$ cat config.mk
export PLATFORM = sky130hd
export DESIGN_NAME = ivc_channel
export DESIGN_NICKNAME = d
export VERILOG_FILES = /design/src/rtl/ivc_pkg.sv /design/src/rtl/ivc_rst_sync.sv /design/src/rtl/ivc_gate_edge.sv /design/src/rtl/ivc_next.sv /design/src/rtl/ivc_channel.sv
export SDC_FILE = /design/constraint.sdc
export NUM_CORES = 1
export LEC_CHECK = 0
export ABC_AREA = 1
export BUFFER_PORTS_ARGS = -buffer_cell sky130_fd_sc_hd__buf_2
export CORE_MARGIN = 4
export CORE_UTILIZATION = 35
export DETAILED_ROUTE_END_ITERATION = 8
export HOLD_SLACK_MARGIN = 0.12
export SLEW_MARGIN = 20
export SYNTH_ARGS = -nofsm -noshare
export SYNTH_HDL_FRONTEND = slang
export SYNTH_HIERARCHICAL = 1
export SYNTH_SLANG_ARGS = --single-unit
$ cat constraint.sdc
create_clock -name clk -period 2.6 [get_ports clk]
set_input_delay 0 -clock clk [delete_from_list [all_inputs] [get_ports clk]]
set_output_delay 0 -clock clk [all_outputs]
set_load 0.01 [all_outputs]
$ cat src/rtl/ivc_pkg.sv
package ivc_pkg;

  typedef enum logic [2:0] {
    M_TERM     = 3'd0,
    M_ONESHOT  = 3'd1,
    M_RATE     = 3'd2,
    M_SQUARE   = 3'd3,
    M_SWSTROBE = 3'd4,
    M_HWSTROBE = 3'd5
  } ivc_mode_e;

  // codes 6 and 7 fold onto 2 and 3
  function automatic ivc_mode_e fold_mode(input logic [2:0] code);
    if (code[2] && code[1]) return ivc_mode_e'({1'b0, code[1:0]});
    return ivc_mode_e'(code);
  endfunction

  function automatic logic mode_retrig(input ivc_mode_e m);
    return (m == M_ONESHOT) || (m == M_RATE) || (m == M_SQUARE) || (m == M_HWSTROBE);
  endfunction

  function automatic logic mode_gate_free(input ivc_mode_e m);
    return (m == M_ONESHOT) || (m == M_HWSTROBE);
  endfunction

endpackage

$ cat src/rtl/ivc_rst_sync.sv
module ivc_rst_sync #(
  parameter int STAGES = 2
) (
  input  logic clk,
  input  logic rst_n,
  output logic rst_n_sync
);
  logic [STAGES-1:0] sync_q;

  always_ff @(posedge clk or negedge rst_n) begin
    if (!rst_n) sync_q <= '0;
    else        sync_q <= {sync_q[STAGES-2:0], 1'b1};
  end

  assign rst_n_sync = sync_q[STAGES-1];
endmodule

$ cat src/rtl/ivc_gate_edge.sv
module ivc_gate_edge (
  input  logic clk,
  input  logic rst_n,
  input  logic gate_in,
  output logic gate_rise
);
  logic gate_q;

  always_ff @(posedge clk or negedge rst_n) begin
    if (!rst_n) gate_q <= 1'b0;
    else        gate_q <= gate_in;
  end

  assign gate_rise = gate_in & ~gate_q;
endmodule

$ cat src/rtl/ivc_next.sv
module ivc_next
  import ivc_pkg::*;
#(
  parameter int CNT_W = 16
) (
  input  logic             tick_en,
  input  logic             gate_lvl,
  input  logic             gate_rise,
  input  logic             load_stb,
  input  logic [CNT_W-1:0] load_val,
  input  ivc_mode_e        mode_in,
  input  logic [CNT_W-1:0] cnt_q,
  input  logic [CNT_W-1:0] reld_q,
  input  ivc_mode_e        mode_q,
  input  logic             cfg_q,
  input  logic             run_q,
  input  logic             out_q,
  input  logic             fired_q,
  output logic [CNT_W-1:0] cnt_n,
  output logic [CNT_W-1:0] reld_n,
  output ivc_mode_e        mode_n,
  output logic             cfg_n,
  output logic             run_n,
  output logic             out_n,
  output logic             fired_n
);
  localparam logic [CNT_W-1:0] ONE = CNT_W'(1);
  localparam logic [CNT_W-1:0] TWO = CNT_W'(2);

  logic             fresh;
  logic             cnt_en;
  logic [CNT_W-1:0] sq_hi;
  logic [CNT_W-1:0] sq_lo;
  logic [CNT_W-1:0] ld_sq_hi;

  always_comb begin
    fresh    = !cfg_q || (mode_in != mode_q);
    cnt_en   = run_q && tick_en && (gate_lvl || mode_gate_free(mode_q));
    sq_hi    = reld_q + CNT_W'(reld_q[0]);
    sq_lo    = {reld_q[CNT_W-1:1], 1'b0};
    ld_sq_hi = load_val + CNT_W'(load_val[0]);

    cnt_n   = cnt_q;
    reld_n  = reld_q;
    mode_n  = mode_q;
    cfg_n   = cfg_q;
    run_n   = run_q;
    out_n   = out_q;
    fired_n = fired_q;

    if (load_stb) begin
      reld_n = load_val;
      mode_n = mode_in;
      cfg_n  = 1'b1;
      if (fresh || mode_in == M_TERM || mode_in == M_SWSTROBE) begin
        fired_n = 1'b0;
        unique case (mode_in)
          M_TERM:     begin cnt_n = load_val; out_n = 1'b0; run_n = 1'b1; end
          M_SWSTROBE: begin cnt_n = load_val; out_n = 1'b1; run_n = 1'b1; end
          M_RATE:     begin cnt_n = load_val; out_n = 1'b1; run_n = 1'b1; end
          M_SQUARE:   begin cnt_n = ld_sq_hi; out_n = 1'b1; run_n = 1'b1; end
          default:    begin out_n = 1'b1; run_n = 1'b0; end
        endcase
      end
    end else if (gate_rise && cfg_q && mode_retrig(mode_q)) begin
      fired_n = 1'b0;
      run_n   = 1'b1;
      unique case (mode_q)
        M_ONESHOT: begin cnt_n = reld_q; out_n = 1'b0; end
        M_SQUARE:  begin cnt_n = sq_hi;  out_n = 1'b1; end
        default:   begin cnt_n = reld_q; out_n = 1'b1; end
      endcase
    end else if (cnt_en) begin
      unique case (mode_q)
        M_TERM, M_ONESHOT: begin
          cnt_n = cnt_q - ONE;
          if (cnt_q == ONE) out_n = 1'b1;
        end
        M_RATE: begin
          if (cnt_q == ONE) begin
            cnt_n = reld_q;
            out_n = 1'b1;
          end else begin
            cnt_n = cnt_q - ONE;
            out_n = (cnt_q != TWO);
          end
        end
        M_SQUARE: begin
          if (cnt_q == TWO) begin
            out_n = !out_q;
            cnt_n = out_q ? sq_lo : sq_hi;
          end else begin
            cnt_n = cnt_q - TWO;
          end
        end
        default: begin
          cnt_n = cnt_q - ONE;
          if (cnt_q == ONE && !fired_q) begin
            out_n   = 1'b0;
            fired_n = 1'b1;
          end else begin
            out_n = 1'b1;
          end
        end
      endcase
    end
  end
endmodule

$ cat src/rtl/ivc_channel.sv
module ivc_channel
  import ivc_pkg::*;
#(
  parameter int CNT_W = 16
) (
  input  logic             clk,
  input  logic             rst_n,
  input  logic             tick_en,
  input  logic             gate_in,
  input  logic             load_stb,
  input  logic [CNT_W-1:0] load_val,
  input  logic [2:0]       mode_sel,
  output logic [CNT_W-1:0] count_o,
  output logic             out_o
);
  logic             rst_n_s;
  logic             gate_rise;
  ivc_mode_e        mode_in;
  logic [CNT_W-1:0] cnt_q, cnt_n, reld_q, reld_n;
  ivc_mode_e        mode_q, mode_n;
  logic             cfg_q, cfg_n, run_q, run_n, out_q, out_n, fired_q, fired_n;

  assign mode_in = fold_mode(mode_sel);

  ivc_rst_sync #(.STAGES(2)) u_rst (
    .clk(clk), .rst_n(rst_n), .rst_n_sync(rst_n_s)
  );

  ivc_gate_edge u_gate (
    .clk(clk), .rst_n(rst_n_s), .gate_in(gate_in), .gate_rise(gate_rise)
  );

  ivc_next #(.CNT_W(CNT_W)) u_next (
    .tick_en(tick_en), .gate_lvl(gate_in), .gate_rise(gate_rise),
    .load_stb(load_stb), .load_val(load_val), .mode_in(mode_in),
    .cnt_q(cnt_q), .reld_q(reld_q), .mode_q(mode_q), .cfg_q(cfg_q),
    .run_q(run_q), .out_q(out_q), .fired_q(fired_q),
    .cnt_n(cnt_n), .reld_n(reld_n), .mode_n(mode_n), .cfg_n(cfg_n),
    .run_n(run_n), .out_n(out_n), .fired_n(fired_n)
  );

  always_ff @(posedge clk or negedge rst_n_s) begin
    if (!rst_n_s) begin
      cnt_q   <= '0;
      reld_q  <= '0;
      mode_q  <= M_TERM;
      cfg_q   <= 1'b0;
      run_q   <= 1'b0;
      out_q   <= 1'b1;
      fired_q <= 1'b0;
    end else begin
      cnt_q   <= cnt_n;
      reld_q  <= reld_n;
      mode_q  <= mode_n;
      cfg_q   <= cfg_n;
      run_q   <= run_n;
      out_q   <= out_n;
      fired_q <= fired_n;
    end
  end

  assign count_o = cnt_q;
  assign out_o   = out_q;
endmodule

==> results of run 1 <==
-- Yosys cell counts (3+ instances only) --
cell type and instances:
a211oi_1 3, xor2_1 22, nor3_1 6, o211ai_1 24, ha_1 7, nor2_1 65
xnor2_1 3, nand4_1 9, o22ai_1 3, buf_6 5, nand2_2 6, o21ai_0 46
nand2_1 190, a22oi_1 3, inv_1 82, o21ai_1 4, nor2_2 8, dfrtp_1 41
buf_2 7, nand3_1 59, inv_2 10, a21oi_1 77, nor2_4 7, clkbuf_1 9
-- cell families after synthesis --
group,after synthesis,share of synthesized area (%)
and+or+nand+nor,362,36.80
AOI/OAI and AO/OA,173,21.93
buffers and inverters,116,10.84
DFF,42,23.50
xor gates and xnor gates,25,4.890
adders and majority gates,7,1.956
other,1,0.08374
-- worst paths after layout --
| path | slack (ps) | end | cells after the start |
|---|---|---|---|
| worst max-delay path | 290 | count_o[12] | 11 |
| worst min-delay path | 210 | count_o[0] | 5 |
| worst max register to register | 290 | count_o[12] | 11 |
| worst min register to register | 370 | u_rst/sync_q[1] | 0 |
| max in group asynchronous | 1600 | count_o[12] | 0 |
| min in group asynchronous | 410 | reld_q[0] | 0 |
-- state kept, by name, indices dropped and copies added (netlist names) --
name and flops:
count_o 16, reld_q 16, mode_q 3, u_rst/sync_q 2, cfg_q 1, fired_q 1
out_o 1, run_q 1, u_gate/gate_q 1
-- worst register-to-register path, cell delays in order (launching register included) --
cell and delay (ps):
dfrtp_1 500, inv_1 220, ha_1 220, inv_1 60, nor2_2 170, nand4_1 310
inv_2 240, nand3_1 110, nand3_1 100, nand2_1 50, o211ai_1 70, nand2_1 110
-- power by group --
group / switching (W) / total (W) / internal [W]
combinational: 0.000805 / 0.00122 / 0.000415
clock: 0.000280 / 0.000730 / 0.000450
sequential: 0.000170 / 0.000916 / 0.000746
-- per-stage QoR --
step                      util, %  total power [W]
final                       41.57         0.002866
after global routing        41.57         0.003056
after CTS                   41.57         0.002853
after detailed placement    38.43         0.002084
after global placement      38.43         0.002104
after floorplan                 -         0.001676
-- layer usage --
metal / GRT usage, % / up-vias / share of wire [%]
met5: 0 / - / 0
met4: 5.737 / 0 / 1.8
met3: 2.890 / 19 / 9.1
met2: 33.17 / 274 / 43
met1: 34.21 / 2328 / 47
li1: - / 2514 / -
-- layout by cell type, fill, tap and decap left out, types with 22 or more instances in the layout --
| cell type | synthesis | routed |
|---|---|---|
| a21oi_1 | 77 | 77 |
| o21ai_0 | 46 | 46 |
| nand2_1 | 190 | 190 |
| dlygate4sd3_1 | 0 | 23 |
| dfrtp_1 | 41 | 40 |
| xor2_1 | 22 | 22 |
| nand3_1 | 59 | 59 |
| inv_1 | 82 | 82 |
| o211ai_1 | 24 | 24 |
| buf_2 | 7 | 40 |
| nor2_1 | 65 | 65 |
-- area by class of cell --
class                      instances  area (sq um)  area share [%]
clock buffer                       5         125.1           2.395
clock inverter                     3         40.04          0.7663
inverter                          94         352.8           6.753
multi-input combinational        568          2940           56.27
sequential                        42          1054           20.16
tap                              172         215.2           4.119
timing repair buffer              72         498.0           9.531
==> results.json, run 1 <==
{
  "outcome": "completed",
  "pin_count": 41,
  "syn-num-nets": 757,
  "via_count": 5135,
  "start_util_pct": 35.63,
  "cp_num_buf_inv": 3,
  "cp_top_family": "simple AND/OR/NAND/NOR gates",
  "worst_path_max_delay_cell": "dfrtp_1",
  "fp.dieH_microns": 121.1,
  "r2r_start": "count_o[0]",
  "clkSlewWorstSetupHoldPaths_ps": 70,
  "dieArea_sq_mm": 0.01467,
  "grt_pass1_wl_mm": 25.75,
  "slew_viol_final": 0,
  "stdcell_count": 956,
  "avgSynthCellArea_sq_um": 6.168,
  "fin_hold_ws_ps": 207.4,
  "synth_area_leaders": "dfrtp_1, nand2_1, a21oi_1, inv_1, nand3_1",
  "yosys_warnings": 6,
  "grt_pass1_vias": 4552,
  "critical_path.max_stage_delay_ps": 500,
  "gr-total-overflow": 0,
  "num-fill-cells": 1360,
  "power_density_mw_per_mm2": 548.6,
  "cts_inserted_buffers": 5,
  "cts_buffer_depth": 2,
  "yosysTopAreaCell": "dfrtp_1",
  "setup_violations": 0,
  "finalWorstSetupSlack_ps": 289.3,
  "design_area_sq_mm": 0.005225,
  "tritoncts": "done",
  "min_path_type": "primary input to flop",
  "drt_wl_total_mm": 16.30,
  "vias_per_cell": 5.371,
  "drive_gt1_share_pct": 13.14,
  "layout.nets": 814,
  "clock_latency_ps": 290,
  "rsz0062_at_grt": "no",
  "num_antenna_cells": 0,
  "synth-seq-area-share_pct": 23.50,
  "grt.total_usage_pct": 22.43,
  "timing.fmax_mhz": 432.8,
  "maxCapViolations": 0,
  "cp.required_ps": 2760,
  "grt_max_degree": 42,
  "area_delta_synth_final_pct": 16.68,
  "dp_hpwl_mm": 12.47,
  "hold_viol": 0,
  "cts_setup_buffers": 0,
  "worstHoldStart": "tick_en",
  "dr.pass1.iters": 7,
  "synth_area_sq_mm": 0.004478,
  "period_needed_ps": 2311,
  "tightest_slew_ps": 935.5,
  "ctsHoldBuffers": 23,
  "leakage_nw": 2.479,
  "dp_slack_ps": 367.9,
  "cts_sinks": 42,
  "wl_per_cell_microns": 17.05,
  "antenna_found_initial": 0,
  "portBuffers": 40,
  "endpoint_kind": "flop",
  "place_inst": 925,
  "drc": 0,
  "finalClockSkew_ps": 7.891,
  "criticalPathCategory": "flop to flop",
  "finalSetupTns_ps": 0,
  "die_w_microns": 121.1,
  "path_max_fanout": 8,
  "synth_edf_count": 0,
  "path_cells": "inv_1 -> ha_1 -> inv_1 -> nor2_2 -> nand4_1 -> inv_2 -> nand3_1 -> nand3_1 -> nand2_1 -> o211ai_1 -> nand2_1",
  "crit_start": "count_o[0]",
  "cp.arrival_ps": 2470,
  "synth_seq_cells": 42,
  "placed_area_sq_mm": 0.004830,
  "irDropWorstVdd_mv": 0.2430,
  "slew-limit-headroom_pct": 37.63,
  "place.gp.congestion": 1.000,
  "row_count": 41,
  "async_reset_ff_share_pct": 100.0,
  "cts_resized": 0,
  "core_area_sq_mm": 0.01257,
  "ys.flop_type": "dfrtp_1",
  "syn_inst": 726,
  "drtIter0Drc": 608,
  "period_share_pct": 88.87,
  "htreeDepth": 2,
  "synth.top_cell.area_share_pct": 22.91,
  "yosysUniqueCellTypes": 46,
  "cts_root_buffer": "clkbuf_16",
  "ant_nets": 0,
  "critPathLaunchType": "flop"
}
(Power assumes the default switching activity.)
==> inputs of run 2 (changes only) <==
BUFFER_PORTS_ARGS = default   (was -buffer_cell sky130_fd_sc_hd__buf_2)
DONT_BUFFER_PORTS = 1   (was default)
==> results.json, run 2 (synthesis results as in run 1) <==
{
  "path_cells": "inv_2 -> a21oi_1 -> nor2_1 -> nand2_2 -> nand2_1 -> inv_1 -> o21ai_0 -> a21oi_1 -> nor2_1 -> nand2_1",
  "cts_inserted_buffers": 5,
  "dp_hpwl_mm": 12.62,
  "clkSlewWorstSetupHoldPaths_ps": 70,
  "wl_met1_mm": 7.440,
  "via_count": 5045,
  "gr-total-overflow": 0,
  "cts_sinks": 42,
  "layout_common_cells": "nand2_1, inv_1, a21oi_1",
  "cts_root_buffer": "clkbuf_16",
  "cts_setup_buffers": 0,
  "fp.dieH_microns": 121.1,
  "slew-limit-headroom_pct": 36.90,
  "grt_pass1_vias": 4691,
  "path_max_fanout": 13,
  "ctsHoldBuffers": 29,
  "num-fill-cells": 1346,
  "met2_length_mm": 7.118,
  "critical_path.max_stage_delay_ps": 460,
  "period_share_pct": 85.28,
  "drt_wl_total_mm": 16.78,
  "wl_per_cell_microns": 18.10,
  "num_antenna_cells": 0,
  "endpoint_kind": "flop",
  "drc": 0,
  "cp.arrival_ps": 2390,
  "place.gp.congestion": 0.9787,
  "hold_viol": 0,
  "drive_gt1_share_pct": 9.139,
  "cts_buffer_depth": 2,
  "min_path_type": "primary input to flop",
  "leakage_nw": 2.384,
  "cts_resized": 0,
  "outcome": "completed",
  "cp.required_ps": 2780,
  "finalClockSkew_ps": 5.606,
  "irDropWorstVdd_mv": 0.2355,
  "criticalPathCategory": "flop to flop",
  "drtIter0Drc": 603,
  "timing.fmax_mhz": 451.0,
  "finalSetupTns_ps": 0,
  "area_delta_synth_final_pct": 15.37,
  "rsz0062_at_grt": "no",
  "vias_per_cell": 5.442,
  "start_util_pct": 35.63,
  "core_area_sq_mm": 0.01257,
  "row_count": 41,
  "period_needed_ps": 2217,
  "dr_wl_met3_mm": 1.887,
  "antenna_found_initial": 0,
  "slew_viol_final": 0,
  "setup_violations": 0,
  "dieArea_sq_mm": 0.01467,
  "pin_count": 41,
  "layout.nets": 785,
  "ant_nets": 0,
  "highest_layer": "met4",
  "clock_latency_ps": 290,
  "tightest_slew_ps": 946.4,
  "grt_pass1_wl_mm": 26.56,
  "dr.pass1.iters": 6,
  "worst_path_max_delay_cell": "o21ai_0",
  "critPathLaunchType": "flop",
  "power_density_mw_per_mm2": 576.5,
  "grt_max_degree": 49,
  "die_w_microns": 121.1,
  "htreeDepth": 2,
  "portBuffers": 0,
  "tritoncts": "done",
  "maxCapViolations": 0,
  "fin_total_pwr_w": 0.002978,
  "grt.total_usage_pct": 23.17,
  "final_common_cell": "nand2_1"
}
==> run 2: stage by stage <==
| stage | setup slack (ps) | instance area [sq um] | hold slack [ps] | instances | utilization (%) |
|---|---|---|---|---|---|
| 2_1_floorplan | 837.2 | 4478 | -295.6 | 726 | - |
| 3_3_place_gp | 427.7 | 4667 | -295.5 | 890 | 37.13 |
| 3_5_place_dp | 477.4 | 4667 | -295.5 | 890 | 37.13 |
| 4_1_cts | 460.7 | 5166 | 126.0 | 927 | 41.11 |
| 5_1_grt | 196.9 | 5166 | 186.5 | 927 | 41.11 |
| 6_report | 382.6 | 5166 | 115.7 | 927 | 41.11 |
==> run 2: critical path: cells and delay by family, from the launching register on <==
kind | cells | cell delay (ps)
and+or+nand+nor | 5 | 570
buffers and inverters | 2 | 420
DFF | 1 | 430
AOI/OAI and AO/OA | 3 | 670
==> run 2: cell type report <==
class	count	area [sq um]	share of cell area, %
Multi-Input combinational cell	568	2940	56.91
Sequential cell	42	1054	20.39
Clock inverter	2	60.06	1.163
Tap cell	172	215.2	4.166
Inverter	94	352.8	6.830
Timing Repair Buffer	43	405.4	7.847
Clock buffer	6	138.9	2.688
==> run 2: final timing paths <==
| kind | from | to | slack [ps] | cells after the start |
|---|---|---|---|---|
| worst max-delay path | mode_q[0] | count_o[3] | 380 | 10 |
| worst min-delay path | load_stb | count_o[0] | 120 | 3 |
| worst max register to register | mode_q[0] | count_o[3] | 380 | 10 |
| worst min register to register | u_rst/sync_q[0] | u_rst/sync_q[1] | 350 | 0 |
| max in group asynchronous | u_rst/sync_q[1] | count_o[10] | 1580 | 0 |
| min in group asynchronous | u_rst/sync_q[1] | u_gate/gate_q | 420 | 0 |
==> run 2: report_power, final <==
group | total, W | internal (W) | switching, W | leakage, nW
Combinational | 0.00122 | 0.000396 | 0.000824 | 1.78
Sequential | 0.000903 | 0.000745 | 0.000157 | 0.505
Clock | 0.000856 | 0.000577 | 0.000279 | 0.0971
==> run 2: layer usage <==
| layer | global-route usage (%) | up-vias |
|---|---|---|
| li1 | - | 2445 |
| met1 | 33.33 | 2287 |
| met2 | 34.49 | 288 |
| met3 | 5.781 | 25 |
| met4 | 6.161 | 0 |
| met5 | 0 | - |
==> inputs of run 3 (changes only) <==
SYNTH_HIERARCHICAL = default   (was 1)
==> results.json, run 3 <==
{
  "outcome": "completed",
  "place.gp.congestion": 0.9547,
  "multi_input_area_sq_mm": 0.002778,
  "clock_latency_ps": 300,
  "fp.dieH_microns": 118.4,
  "rrSetupSlack_ps": 300,
  "worstHoldStart": "tick_en",
  "num-fill-cells": 1252,
  "grt_pass1_wl_mm": 23.76,
  "start_util_pct": 35.67,
  "ant_nets": 0,
  "path_max_fanout": 23,
  "min_path_type": "primary input to flop",
  "pin_count": 41,
  "final_common_cell": "nand2_1",
  "layout.nets": 779,
  "criticalPathCategory": "flop to flop",
  "tightest_slew_ps": 920.5,
  "worst_path_max_delay_cell": "dfrtp_1",
  "tritoncts": "done",
  "drive_gt1_share_pct": 7.343,
  "cts_root_buffer": "clkbuf_16",
  "finalSetupTns_ps": 0,
  "synth_area_leaders": "dfrtp_1, nand2_1, inv_1, nor2_1, nand3_1",
  "syn_inst": 694,
  "cts_sinks": 42,
  "critical_path.max_stage_delay_ps": 470,
  "num_antenna_cells": 0,
  "drt_wl_total_mm": 14.94,
  "synth_edf_count": 0,
  "synth_area_sq_mm": 0.004267,
  "period_needed_ps": 2302,
  "period_share_pct": 88.56,
  "whs_path_depth": 4,
  "synth-seq-area-share_pct": 24.66,
  "synth.top_cell.area_share_pct": 24.05,
  "gr-total-overflow": 0,
  "row_count": 40,
  "vias_per_cell": 5.291,
  "reg2reg_depth": 10,
  "placed_area_sq_mm": 0.004400,
  "yosysUniqueCellTypes": 48,
  "cpMostUsedCell": "inv_1",
  "dp_hpwl_mm": 10.84,
  "path_cells": "inv_1 -> ha_1 -> nand2_1 -> nor2_1 -> nand2_2 -> inv_1 -> nand3_1 -> a21oi_1 -> o21ai_0 -> a21boi_1",
  "slew_viol_final": 0,
  "endpoint_kind": "flop",
  "cts_setup_buffers": 0,
  "yosys_warnings": 0,
  "drc": 0,
  "finalClockSkew_ps": 11.00,
  "ys.flop_type": "dfrtp_1",
  "dr.pass1.iters": 5,
  "cts_inserted_buffers": 5,
  "design_area_sq_mm": 0.005190,
  "yosysMostFrequentCell": "nand2_1",
  "grt_max_degree": 46,
  "layout_common_cells": "nand2_1, inv_1, nor2_1",
  "synth_seq_cells": 42,
  "leakage_nw": 2.383,
  "grt_pass1_vias": 4583,
  "cts_buffer_depth": 2,
  "setup_violations": 0,
  "drtIter0Drc": 414,
  "maxCapViolations": 0,
  "cp.arrival_ps": 2530,
  "avgSynthCellArea_sq_um": 6.148,
  "yosysTopAreaCell": "dfrtp_1",
  "power_density_mw_per_mm2": 562.0,
  "wl_per_cell_microns": 16.67,
  "grt.total_usage_pct": 21.01,
  "area_delta_synth_final_pct": 21.64,
  "die_w_microns": 118.4,
  "critPathLaunchType": "flop",
  "irDropWorstVdd_mv": 0.3964,
  "antenna_found_initial": 0,
  "timing.fmax_mhz": 434.3,
  "via_count": 4741,
  "slew-limit-headroom_pct": 38.63,
  "clkSlewWorstSetupHoldPaths_ps": 70,
  "cp.required_ps": 2830,
  "rsz0062_at_grt": "no",
  "reg2reg_to": "count_o[8]",
  "hold_viol": 0,
  "r2r_start": "count_o[0]",
  "core_area_sq_mm": 0.01196,
  "whs_endpoint": "fired_q",
  "dieArea_sq_mm": 0.01402,
  "syn-num-nets": 725,
  "portBuffers": 0,
  "htreeDepth": 2,
  "regArea_sq_mm": 0.001054,
  "synth_common_cells": "nand2_1, inv_1, nor2_1",
  "async_reset_ff_share_pct": 100.0
}
==> run 3: cell types whose count changed after synthesis, sizes merged, moves of 3 or more <==
cell,before,now
a21boi,1,11
o21ai,51,58
nand2,197,219
nor3,6,10
inv,92,79
xor2,22,26
o211ai,24,7
a211oi,3,0
a21oi,79,47
nand3,62,51
==> run 3: power breakdown <==
group / internal, W / switching [W] / total [W]
Combinational: 0.000437 / 0.000681 / 0.00112
Clock: 0.000578 / 0.000291 / 0.000869
Sequential: 0.000758 / 0.000171 / 0.000930
==> run 3: cell families (layout without fill, tap and decap cells) <==
family	after synthesis	in the layout	share of synthesized area [%]
xor+xnor	30	30	6.158
compound gates	134	134	17.74
fa+ha+maj	7	7	2.053
flops	42	42	24.66
buf+inv	102	157	10.23
other cells	1	1	0.08789
simple gates	378	378	39.06
==> run 3: cell type report <==
cell class / count / share of cell area [%]
Multi-Input combinational cell: 550 / 53.52
Timing Repair Buffer: 69 / 12.97
Clock buffer: 6 / 2.676
Clock inverter: 2 / 1.157
Sequential cell: 42 / 20.30
Inverter: 80 / 5.834
Tap cell: 147 / 3.544
==> run 3: how the worst max path moves through the flow <==
stage / cells after the start / startpoint / slack [ps] / end
floorplan: 16 / count_o[2] / 850 / count_o[15]
global placement: 15 / count_o[1] / 300 / count_o[15]
detailed placement: 10 / count_o[0] / 320 / count_o[8]
CTS: 9 / count_o[9] / 310 / count_o[8]
global route: 15 / count_o[1] / 50 / count_o[15]
finish: 10 / count_o[0] / 300 / count_o[8]
==> run 3: through the flow <==
| step | power, W | hold WS [ps] | util, % | setup slack, ps | cells |
|---|---|---|---|---|---|
| floorplan | 0.001670 | -295.6 | - | 847.0 | 694 |
| global placement | 0.001938 | -295.5 | 36.79 | 295.8 | 830 |
| detailed placement | 0.001944 | -295.5 | 36.79 | 318.2 | 830 |
| CTS | 0.002909 | 128.3 | 43.39 | 307.6 | 896 |
| global route | 0.003096 | 146.1 | 43.39 | 54.38 | 896 |
| finish | 0.002917 | 127.1 | 43.39 | 297.5 | 896 |
==> run 3: metal layers <==
layer | routed length [microns] | track usage (%) | share of wire [%] | vias up
li1 | - | - | - | 2336
met2 | 6813 | 33.83 | 46 | 183
met1 | 6688 | 28.11 | 45 | 2196
met5 | 0 | 0 | 0 | -
met4 | 255 | 5.648 | 1.7 | 0
met3 | 1177 | 5.215 | 7.9 | 26
==> run 3: worst max-delay path, delay by kind of cell (launching register included) <==
kind | cells | cell delay, ps
AOI/OAI and AO/OA | 3 | 420
and+or+nand+nor | 4 | 620
buffers and inverters | 2 | 510
DFF | 1 | 470
adders and majority gates | 1 | 200
==> run 3: timing repair <==
| action | 4_1_cts | 5_1_grt |
|---|---|---|
| resized for setup | 0 | 0 |
| hold endpoints to repair | 33 | 0 |
| hold buffers | 58 | 0 |
